$ cat config.mk
export PLATFORM = sky130hd
export DESIGN_NAME = order_tracker
export DESIGN_NICKNAME = d
export VERILOG_FILES = /design/src/rtl/order_tracker_pkg.sv /design/src/rtl/order_tracker_dp.sv /design/src/rtl/order_tracker_ctl.sv /design/src/rtl/order_tracker.sv
export SDC_FILE = /design/constraint.sdc
export NUM_CORES = 1
export LEC_CHECK = 0
export CAP_MARGIN = 10
export CORE_AREA = 2 2 142 144
export DETAILED_ROUTE_END_ITERATION = 16
export DIE_AREA = 0 0 144 146
export SYNTH_ARGS = -nofsm -noshare
export SYNTH_HDL_FRONTEND = slang
export SYNTH_SLANG_ARGS = --single-unit
$ cat constraint.sdc
create_clock -name clk -period 12.1 [get_ports clk]
set_input_delay 2.42 -clock clk [delete_from_list [all_inputs] [get_ports clk]]
set_output_delay 2.42 -clock clk [all_outputs]
set_load 0.01 [all_outputs]
$ cat src/rtl/order_tracker_pkg.sv
package order_tracker_pkg;
  // Number of outstanding load/store data values the list can hold.
  parameter int TRK_DEPTH = 16;
  // Width of the instruction tag carried by allocate and data-ready strobes.
  parameter int TRK_TAG_W = 6;

  localparam int ORD_W = $clog2(TRK_DEPTH);
  localparam int CNT_W = $clog2(TRK_DEPTH + 1);

  // Strobes from control to the entry datapath.
  typedef struct packed {
    logic             retire;     // remove entry at retireIdx and compact
    logic [ORD_W-1:0] retireIdx;  // rank of the entry leaving the list
    logic             push;       // write allocTag at pushIdx
    logic [CNT_W-1:0] pushIdx;    // slot after compaction
  } trkStrobes_t;
endpackage

$ cat src/rtl/order_tracker_dp.sv
module order_tracker_dp
  import order_tracker_pkg::*;
(
  input  logic                 clk,
  input  logic                 rstN,
  input  trkStrobes_t          strobes,
  input  logic [TRK_TAG_W-1:0] allocTag,
  input  logic [TRK_TAG_W-1:0] dataTag,
  output logic [TRK_DEPTH-1:0] matchVec,
  output logic [TRK_DEPTH-1:0] validVec
);
  // Entry 0 is the oldest outstanding load/store.
  logic [TRK_TAG_W-1:0] tagQ   [TRK_DEPTH];
  logic [TRK_TAG_W-1:0] tagNext[TRK_DEPTH];
  logic [TRK_DEPTH-1:0] vldQ;
  logic [TRK_DEPTH-1:0] vldNext;

  assign validVec = vldQ;

  for (genvar j = 0; j < TRK_DEPTH; j++) begin : gEntry
    logic                 shiftIn;
    logic [TRK_TAG_W-1:0] shTag;
    logic                 shVld;

    assign matchVec[j] = vldQ[j] && (tagQ[j] == dataTag);
    assign shiftIn     = strobes.retire && (ORD_W'(j) >= strobes.retireIdx);

    if (j < TRK_DEPTH - 1) begin : gMid
      assign shTag = shiftIn ? tagQ[j+1] : tagQ[j];
      assign shVld = shiftIn ? vldQ[j+1] : vldQ[j];
    end else begin : gLast
      assign shTag = shiftIn ? '0 : tagQ[j];
      assign shVld = shiftIn ? 1'b0 : vldQ[j];
    end

    always_comb begin
      tagNext[j] = shTag;
      vldNext[j] = shVld;
      if (strobes.push && (CNT_W'(j) == strobes.pushIdx)) begin
        tagNext[j] = allocTag;
        vldNext[j] = 1'b1;
      end
    end

    always_ff @(posedge clk or negedge rstN) begin
      if (!rstN) begin
        tagQ[j] <= '0;
        vldQ[j] <= 1'b0;
      end else begin
        tagQ[j] <= tagNext[j];
        vldQ[j] <= vldNext[j];
      end
    end
  end

  // Occupied slots always form a block at the old end of the list.
  logic [TRK_DEPTH:0] fillPlusOne;
  assign fillPlusOne = {1'b0, vldQ} + 1'b1;

  assert_packed_list_R4 : assert property (@(posedge clk) disable iff (!rstN)
    ((fillPlusOne[TRK_DEPTH-1:0] & vldQ) == '0));

  // A push never lands on an occupied slot that stays occupied.
  assert_push_free_slot_R7 : assert property (@(posedge clk) disable iff (!rstN)
    (strobes.push && !strobes.retire) |-> !vldQ[strobes.pushIdx[ORD_W-1:0]]);
endmodule

$ cat src/rtl/order_tracker_ctl.sv
module order_tracker_ctl
  import order_tracker_pkg::*;
(
  input  logic                 clk,
  input  logic                 rstN,
  input  logic                 allocValid,
  input  logic                 dataValid,
  input  logic [TRK_DEPTH-1:0] matchVec,
  output trkStrobes_t          strobes,
  output logic [CNT_W-1:0]     entryCount,
  output logic [ORD_W-1:0]     orderIdx,
  output logic                 orderValid,
  output logic                 tagError,
  output logic                 full
);
  logic [CNT_W-1:0] countQ;
  logic             anyMatch;
  logic             hit;
  logic             miss;
  logic             accept;
  logic [ORD_W-1:0] hitIdx;

  assign entryCount = countQ;
  assign full       = (countQ == CNT_W'(TRK_DEPTH));
  assign anyMatch   = |matchVec;
  assign hit        = dataValid && anyMatch;
  assign miss       = dataValid && !anyMatch;
  assign accept     = allocValid && !full;

  // Oldest matching entry wins when a tag is outstanding twice.
  always_comb begin
    hitIdx = '0;
    for (int i = TRK_DEPTH - 1; i >= 0; i--) begin
      if (matchVec[i]) hitIdx = ORD_W'(i);
    end
  end

  always_comb begin
    strobes.retire    = hit;
    strobes.retireIdx = hitIdx;
    strobes.push      = accept;
    strobes.pushIdx   = countQ - CNT_W'(hit);
  end

  always_ff @(posedge clk or negedge rstN) begin
    if (!rstN) begin
      countQ     <= '0;
      orderIdx   <= '0;
      orderValid <= 1'b0;
      tagError   <= 1'b0;
    end else begin
      countQ     <= countQ + CNT_W'(accept) - CNT_W'(hit);
      orderValid <= hit;
      orderIdx   <= hit ? hitIdx : '0;
      tagError   <= miss;
    end
  end

  assert_no_overflow_R5 : assert property (@(posedge clk) disable iff (!rstN)
    countQ <= CNT_W'(TRK_DEPTH));

  assert_full_drops_alloc_R6 : assert property (@(posedge clk) disable iff (!rstN)
    (full && allocValid && !hit) |=> full);

  assert_rank_in_range_R3 : assert property (@(posedge clk) disable iff (!rstN)
    hit |=> (orderValid && (CNT_W'(orderIdx) < $past(countQ))));

  assert_miss_flags_error_R8 : assert property (@(posedge clk) disable iff (!rstN)
    miss |=> (tagError && !orderValid));

  assert_exclusive_resp_R10 : assert property (@(posedge clk) disable iff (!rstN)
    !(orderValid && tagError));

  assert_idle_quiet_R10 : assert property (@(posedge clk) disable iff (!rstN)
    !dataValid |=> (!orderValid && !tagError));
endmodule

$ cat src/rtl/order_tracker.sv
module order_tracker
  import order_tracker_pkg::*;
(
  input  logic                 clk,
  input  logic                 rstN,
  input  logic                 allocValid,
  input  logic [TRK_TAG_W-1:0] allocTag,
  input  logic                 dataValid,
  input  logic [TRK_TAG_W-1:0] dataTag,
  output logic [ORD_W-1:0]     orderIdx,
  output logic                 orderValid,
  output logic                 tagError,
  output logic                 full
);
  trkStrobes_t          strobes;
  logic [TRK_DEPTH-1:0] matchVec;
  logic [TRK_DEPTH-1:0] validVec;
  logic [CNT_W-1:0]     entryCount;

  order_tracker_ctl uCtl (
    .clk        (clk),
    .rstN       (rstN),
    .allocValid (allocValid),
    .dataValid  (dataValid),
    .matchVec   (matchVec),
    .strobes    (strobes),
    .entryCount (entryCount),
    .orderIdx   (orderIdx),
    .orderValid (orderValid),
    .tagError   (tagError),
    .full       (full)
  );

  order_tracker_dp uDp (
    .clk      (clk),
    .rstN     (rstN),
    .strobes  (strobes),
    .allocTag (allocTag),
    .dataTag  (dataTag),
    .matchVec (matchVec),
    .validVec (validVec)
  );

  // Occupancy counted by control agrees with slots held in the datapath.
  assert_count_agrees_R5 : assert property (@(posedge clk) disable iff (!rstN)
    $countones(validVec) == int'(entryCount));
endmodule

==> results.toml, run 1 <==
[global_route]
antenna_found_initial = 0
grt-ovfl-total = 0
first_global_vias = 5324
grt_pass1_wl_microns = 31210
gr-usage-all-layers = 0.1945
grt_max_degree = 66

[timing]
slew_headroom = 0.2153
tightest_slew_ns = 1.173
max_freq_mhz = 132.7
hold_viol_final = 0
finalClockSkew_ns = 0.01014
post-route-period-util = 0.6228
fin_setup_tns_ns = 0
setup_viol = 0
rsz0062_at_grt = "false"
finalCriticalPeriod_ns = 7.536
drv_slew = 0

[power_and_ir_drop]
ir_drop_mv = 0.1226
p_leak_uw = 0.003464
power_density_mw_per_mm2 = 243.4

[detailed_routing]
drt_iter0_drc = 358
antenna_left = 0
avgRoutedWirePerCell_microns = 18.75
vias = 5323
wl_microns = 19220
via_per_inst = 5.193
drc = 0
first_pass_iters = 5

[floorplan]
start_util = 0.3760
coreArea_sq_mm = 0.01933
die_area_sq_mm = 0.02102
num_rows = 51
pin_count = 23
chipHeight_microns = 146
die_w_microns = 144

[cells_and_area]
area_delta_synth_final_pct = 12.68
n_antenna_cell = 0
finalInstanceArea_sq_mm = 0.008193
drive_gt1_frac = 0.07105
nets = 774

[run]
max-cap-violations = 0

[yosys]
ys.flop_type = "dfrtp_1"
syn_nets = 776
synth_edf_count = 0
syn-instance-count = 751
netlist_top_cells_area = "dfrtp_1 42%, mux2i_1 14%, xnor2_1 6.4%"
syn_area_sq_mm = 0.007271
yosysWarnings = 0
synth.distinct_cells = 52
synth_area_per_cell_sq_um = 9.681
yosysSeqAreaShare = 0.4233
synth_seq_cells = 123
yosysTopAreaCell = "dfrtp_1"
synth_top_area_share = 0.4233
ys_async_sr_fraction = 1.000

[min_path]
hold_start = "uDp.validVec[0]"
hp-class = "flip-flop to flip-flop"

[worst_setup_path]
worstSetupPathType = "primary input to flip-flop"
cp_data_arrival_time_ns = 7.82
start_kind = "primary input"
r2r_start = "uDp.tagQ[68]"
critical_path_peak_fanout = 16
cp.required_ns = 12.38
end_kind = "flip-flop"
critPathLaunch = "dataTag[5]"

[clock_network]
clock_sinks = 123
clkSlewWorstSetupHoldPaths_ns = 0.06
htreeDepth = 4
cts_buffer_depth = 2
ctsResizeCount = 0
root_buffer = "clkbuf_16"
cts_hold_buf = 0
cts_tree = "done"
clock_latency_ns = 0.43
numCtsBuffers = 17
post-cts-setup-buffers = 0

[placement]
hpwlAfterDp_microns = 13080
port_buffers = 22
placed_area_sq_mm = 0.007587
gp_congestion = 0.8294

[run_status]
outcome = "completed"
==> registers in the layout, summed over array words and instances (netlist names) <==
| register | flops |
|---|---|
| uCtl.orderValid | 1 |
| uDp.tagQ | 96 |
| uCtl.orderIdx | 4 |
| uCtl.entryCount | 5 |
| uCtl.tagError | 1 |
| uDp.validVec | 16 |
==> cells in the final DEF, fill, tap and decap left out, drive strengths merged <==
master	count
a21oi	21
nor3b	2
a311oi	1
xor2	51
xnor2	53
a2111oi	1
a21boi	2
o21ai	99
buf	7
nor2	42
a31oi	2
nand4	18
bufinv	4
o31ai	2
fa	1
o211ai	2
o21a	1
clkinv	6
nand2	101
nor4	18
a21o	4
o31a	1
a31o	1
ha	8
mux2i	100
nor2b	2
a211oi	5
dfrtp	123
nand2b	1
clkbuf	21
inv	11
nor4b	1
or2	3
nand3	7
clkdlybuf4s50	21
nor3	5
or4	12
==> layer usage <==
layer  routed length (microns)  track usage  vias to the layer above  part of all wire
met4                       421      0.07402                        0             0.022
met1                      9399       0.2770                     2609              0.49
met5                         0            0                        -                 0
met2                      8820       0.2888                       92              0.46
met3                       574      0.04113                       31             0.030
li1                          -            -                     2591                 -
==> metrics by stage <==
| step | utilization | hold WS, ns | std cells | setup WS, ns | total power (uW) |
|---|---|---|---|---|---|
| after floorplan | - | 0.4494 | 751 | 5.951 | 1273 |
| after global placement | 0.3924 | 0.4689 | 995 | 4.327 | 1451 |
| after detailed placement | 0.3924 | 0.4698 | 995 | 4.178 | 1463 |
| after CTS | 0.4237 | 0.4831 | 1025 | 4.632 | 2003 |
| after global routing | 0.4237 | 0.5080 | 1025 | 4.085 | 2133 |
| final | 0.4237 | 0.4872 | 1025 | 4.564 | 1994 |
==> power breakdown <==
group	internal, uW	switching [uW]
logic	318	376
clock network	351	180
registers	585	184
==> worst paths after layout <==
path / end / slack, ns / cells past startpoint
max: uDp.tagQ[21] / 4.56 / 19
min: uDp.validVec[0] / 0.49 / 1
max reg2reg: uDp.tagQ[21] / 7.43 / 18
min reg2reg: uDp.validVec[0] / 0.49 / 1
max in group asynchronous: uDp.validVec[13] / 8.67 / 2
min in group asynchronous: uDp.tagQ[56] / 2.12 / 1
==> synthesized netlist by cell type, drive strengths merged (12+ instances only) <==
master  instances
mux2i         100
buf            38
a21oi          21
nor2           42
xnor2          53
dfrtp         123
nand4          18
nor4           18
xor2           51
or4            12
nand2         101
o21ai          99
==> critical path: stages <==
cell and delay, ns:
clkdlybuf4s50_1 1.23, xnor2_1 0.20, nand4_1 0.12, nor4_1 0.67, nor2_1 0.21, nand3_1 0.24, o21ai_4 0.14, inv_4 0.14
ha_1 0.24, ha_1 0.27, nand3_1 0.10, a21oi_1 0.12, o21a_1 0.16, nor2b_1 0.21, nand2_1 0.19, nor2_1 0.63
a311oi_2 0.27, nand2_1 0.16, o21ai_1 0.07
==> area by class of cell <==
class	count	area (sq um)
inverter	12	47.55
fill	1853	11140
timing repair buffer	28	262.8
sequential	123	3078
multi-input combinational	567	3867
clock inverter	9	145.1
tap	265	331.6
clock buffer	21	460.4
==> cell families (layout without fill, tap and decap cells) <==
group,count (synthesis),count (layout),share of synthesized area
AOI/OAI and AO/OA,142,142,0.1144
xor gates and xnor gates,104,104,0.1253
adders and majority gates,9,9,0.01652
buffers and inverters,61,70,0.04474
DFF,123,123,0.4233
muxes,100,100,0.1377
and+or+nand+nor,212,212,0.1380
Note: power is estimated with default switching activity, not from simulation.
==> run 2: changes to the inputs <==
Clock period 12.1 ns to 7.15 ns, I/O delays scaled along.
==> results.toml, run 2 (synthesis gave the netlist of run 1 again) <==
[timing]
finalCriticalPeriod_ns = 6.136
holdWs_ns = 0.4915
rsz0062_at_grt = "false"
post-route-period-util = 0.8582
fin_setup_tns_ns = 0
slew_headroom = 0.3113
max_freq_mhz = 163.0
setup_viol = 0
tightest_slew_ns = 1.030
drv_slew = 0
finalClockSkew_ns = 0.009715
hold_viol_final = 0

[placement]
gp_congestion = 0.8464
hpwlAfterDp_microns = 13510
placed_area_sq_mm = 0.007692
port_buffers = 22
dp_cells = 1009

[cells_and_area]
multi_input_area_sq_mm = 0.003867
fill_cells = 1860
largest_register_ffs = 96
n_antenna_cell = 0
drive_gt1_frac = 0.08763
area_delta_synth_final_pct = 13.54
finalInstanceArea_sq_mm = 0.008255
nets = 788
instances_no_fill = 1041
regMostFlops = "uDp.tagQ"
layout.cells.most_common = "dfrtp_1"
seq_area_sq_mm = 0.003078
final_cell_mix = "123 x dfrtp_1, 101 x nand2_1, 100 x mux2i_1, 57 x o21ai_0, 53 x xnor2_1"

[worst_setup_path]
rr_worst_depth = 19
r2r_start = "uDp.tagQ[67]"
cp.required_ns = 7.43
start_kind = "primary input"
end_kind = "flip-flop"
reg2reg_to = "uDp.tagQ[22]"
worstSetupPathType = "primary input to flip-flop"
critical_path_peak_fanout = 14
r2r_slack_ns = 2.69
cp_data_arrival_time_ns = 6.42

[power_and_ir_drop]
ir_drop_mv = 0.2008
power_density_mw_per_mm2 = 404.4
p_leak_uw = 0.003518
power.total_uw = 3339

[clock_network]
clkSlewWorstSetupHoldPaths_ns = 0.06
post-cts-setup-buffers = 0
root_buffer = "clkbuf_16"
cts_tree = "done"
clock_sinks = 123
numCtsBuffers = 17
cts_buffer_depth = 2
clock_latency_ns = 0.44
ctsResizeCount = 0
htreeDepth = 4
cts_hold_buf = 0

[global_route]
gr-usage-all-layers = 0.1989
grt-ovfl-total = 0
grt_pass1_wl_microns = 31700
antenna_found_initial = 0
first_global_vias = 5539
grt_max_degree = 74

[floorplan]
pin_count = 23
coreArea_sq_mm = 0.01933
die_area_sq_mm = 0.02102
chipHeight_microns = 146
start_util = 0.3760
die_w_microns = 144
num_rows = 51

[min_path]
hold_start = "uDp.validVec[0]"
hp-class = "flip-flop to flip-flop"
min_to = "uDp.validVec[0]"
holdPathStages = 1

[detailed_routing]
vias = 5461
avgRoutedWirePerCell_microns = 18.86
drc = 0
via_per_inst = 5.246
wl_microns = 19640
first_pass_iters = 4
antenna_left = 0
drt_iter0_drc = 446

[run_status]
outcome = "completed"

[run]
max-cap-violations = 0
-- run 2: cell types whose count changed in the layout (fill, tap and decap cells not counted), sizes merged --
cell / before / now
clkbuf: 21 / 23
clkinv: 6 / 8
bufinv: 4 / 2
buf: 7 / 21
-- run 2: report_power, final --
group / total [uW] / internal (uW) / switching (uW)
logic: 1180 / 544 / 638
registers: 1310 / 990 / 324
clock network: 842 / 526 / 316
total: 3340 / 2060 / 1280
-- run 2: how the worst max path moves through the flow --
stage / start / end / slack, ns
finish: dataTag[1] / uDp.tagQ[22] / 1.01
global route: dataTag[1] / uDp.tagQ[38] / 0.58
CTS: dataTag[1] / uDp.tagQ[18] / 1.06
detailed placement: dataTag[1] / uDp.tagQ[18] / 0.63
global placement: dataTag[1] / uDp.tagQ[62] / 0.69
floorplan: dataTag[3] / uDp.tagQ[18] / 1.99
-- run 2: through the flow --
step	worst slack (ns)	util
3_3_place_gp	0.6874	0.3979
5_1_grt	0.5828	0.4270
6_report	1.014	0.4270
4_1_cts	1.056	0.4270
3_5_place_dp	0.6315	0.3979
2_1_floorplan	1.991	-
-- run 2: layer usage --
metal	wire length, microns	track usage	up-vias
met3	672	0.03982	38
met5	0	0	-
met4	538	0.08971	0
li1	-	-	2620
met2	9381	0.3098	113
met1	9046	0.2662	2690
-- run 2: worst max-delay path: stages --
cell and delay [ns]:
clkdlybuf4s50_1 0.90, xnor2_1 0.34, nand4_1 0.13, nor4_1 0.06, buf_4 0.15, nor4_2 0.40, nand3_1 0.28, o21ai_4 0.36
inv_4 0.10, ha_1 0.26, ha_1 0.26, nand3_1 0.09, a21oi_1 0.04, o21a_1 0.21, nor2b_1 0.16, nand2_1 0.13
nor2_1 0.06, buf_4 0.17, a311oi_2 0.68, o21ai_1 0.17
-- run 2: layout make-up --
| type | instances | area share |
|---|---|---|
| clock buffers | 23 | 0.05668 |
| well taps | 265 | 0.04016 |
| inverters | 12 | 0.005759 |
| flip-flops and latches | 123 | 0.3728 |
| multi-input cells | 567 | 0.4685 |
| clock inverters | 9 | 0.01152 |
| repair buffers | 42 | 0.04456 |
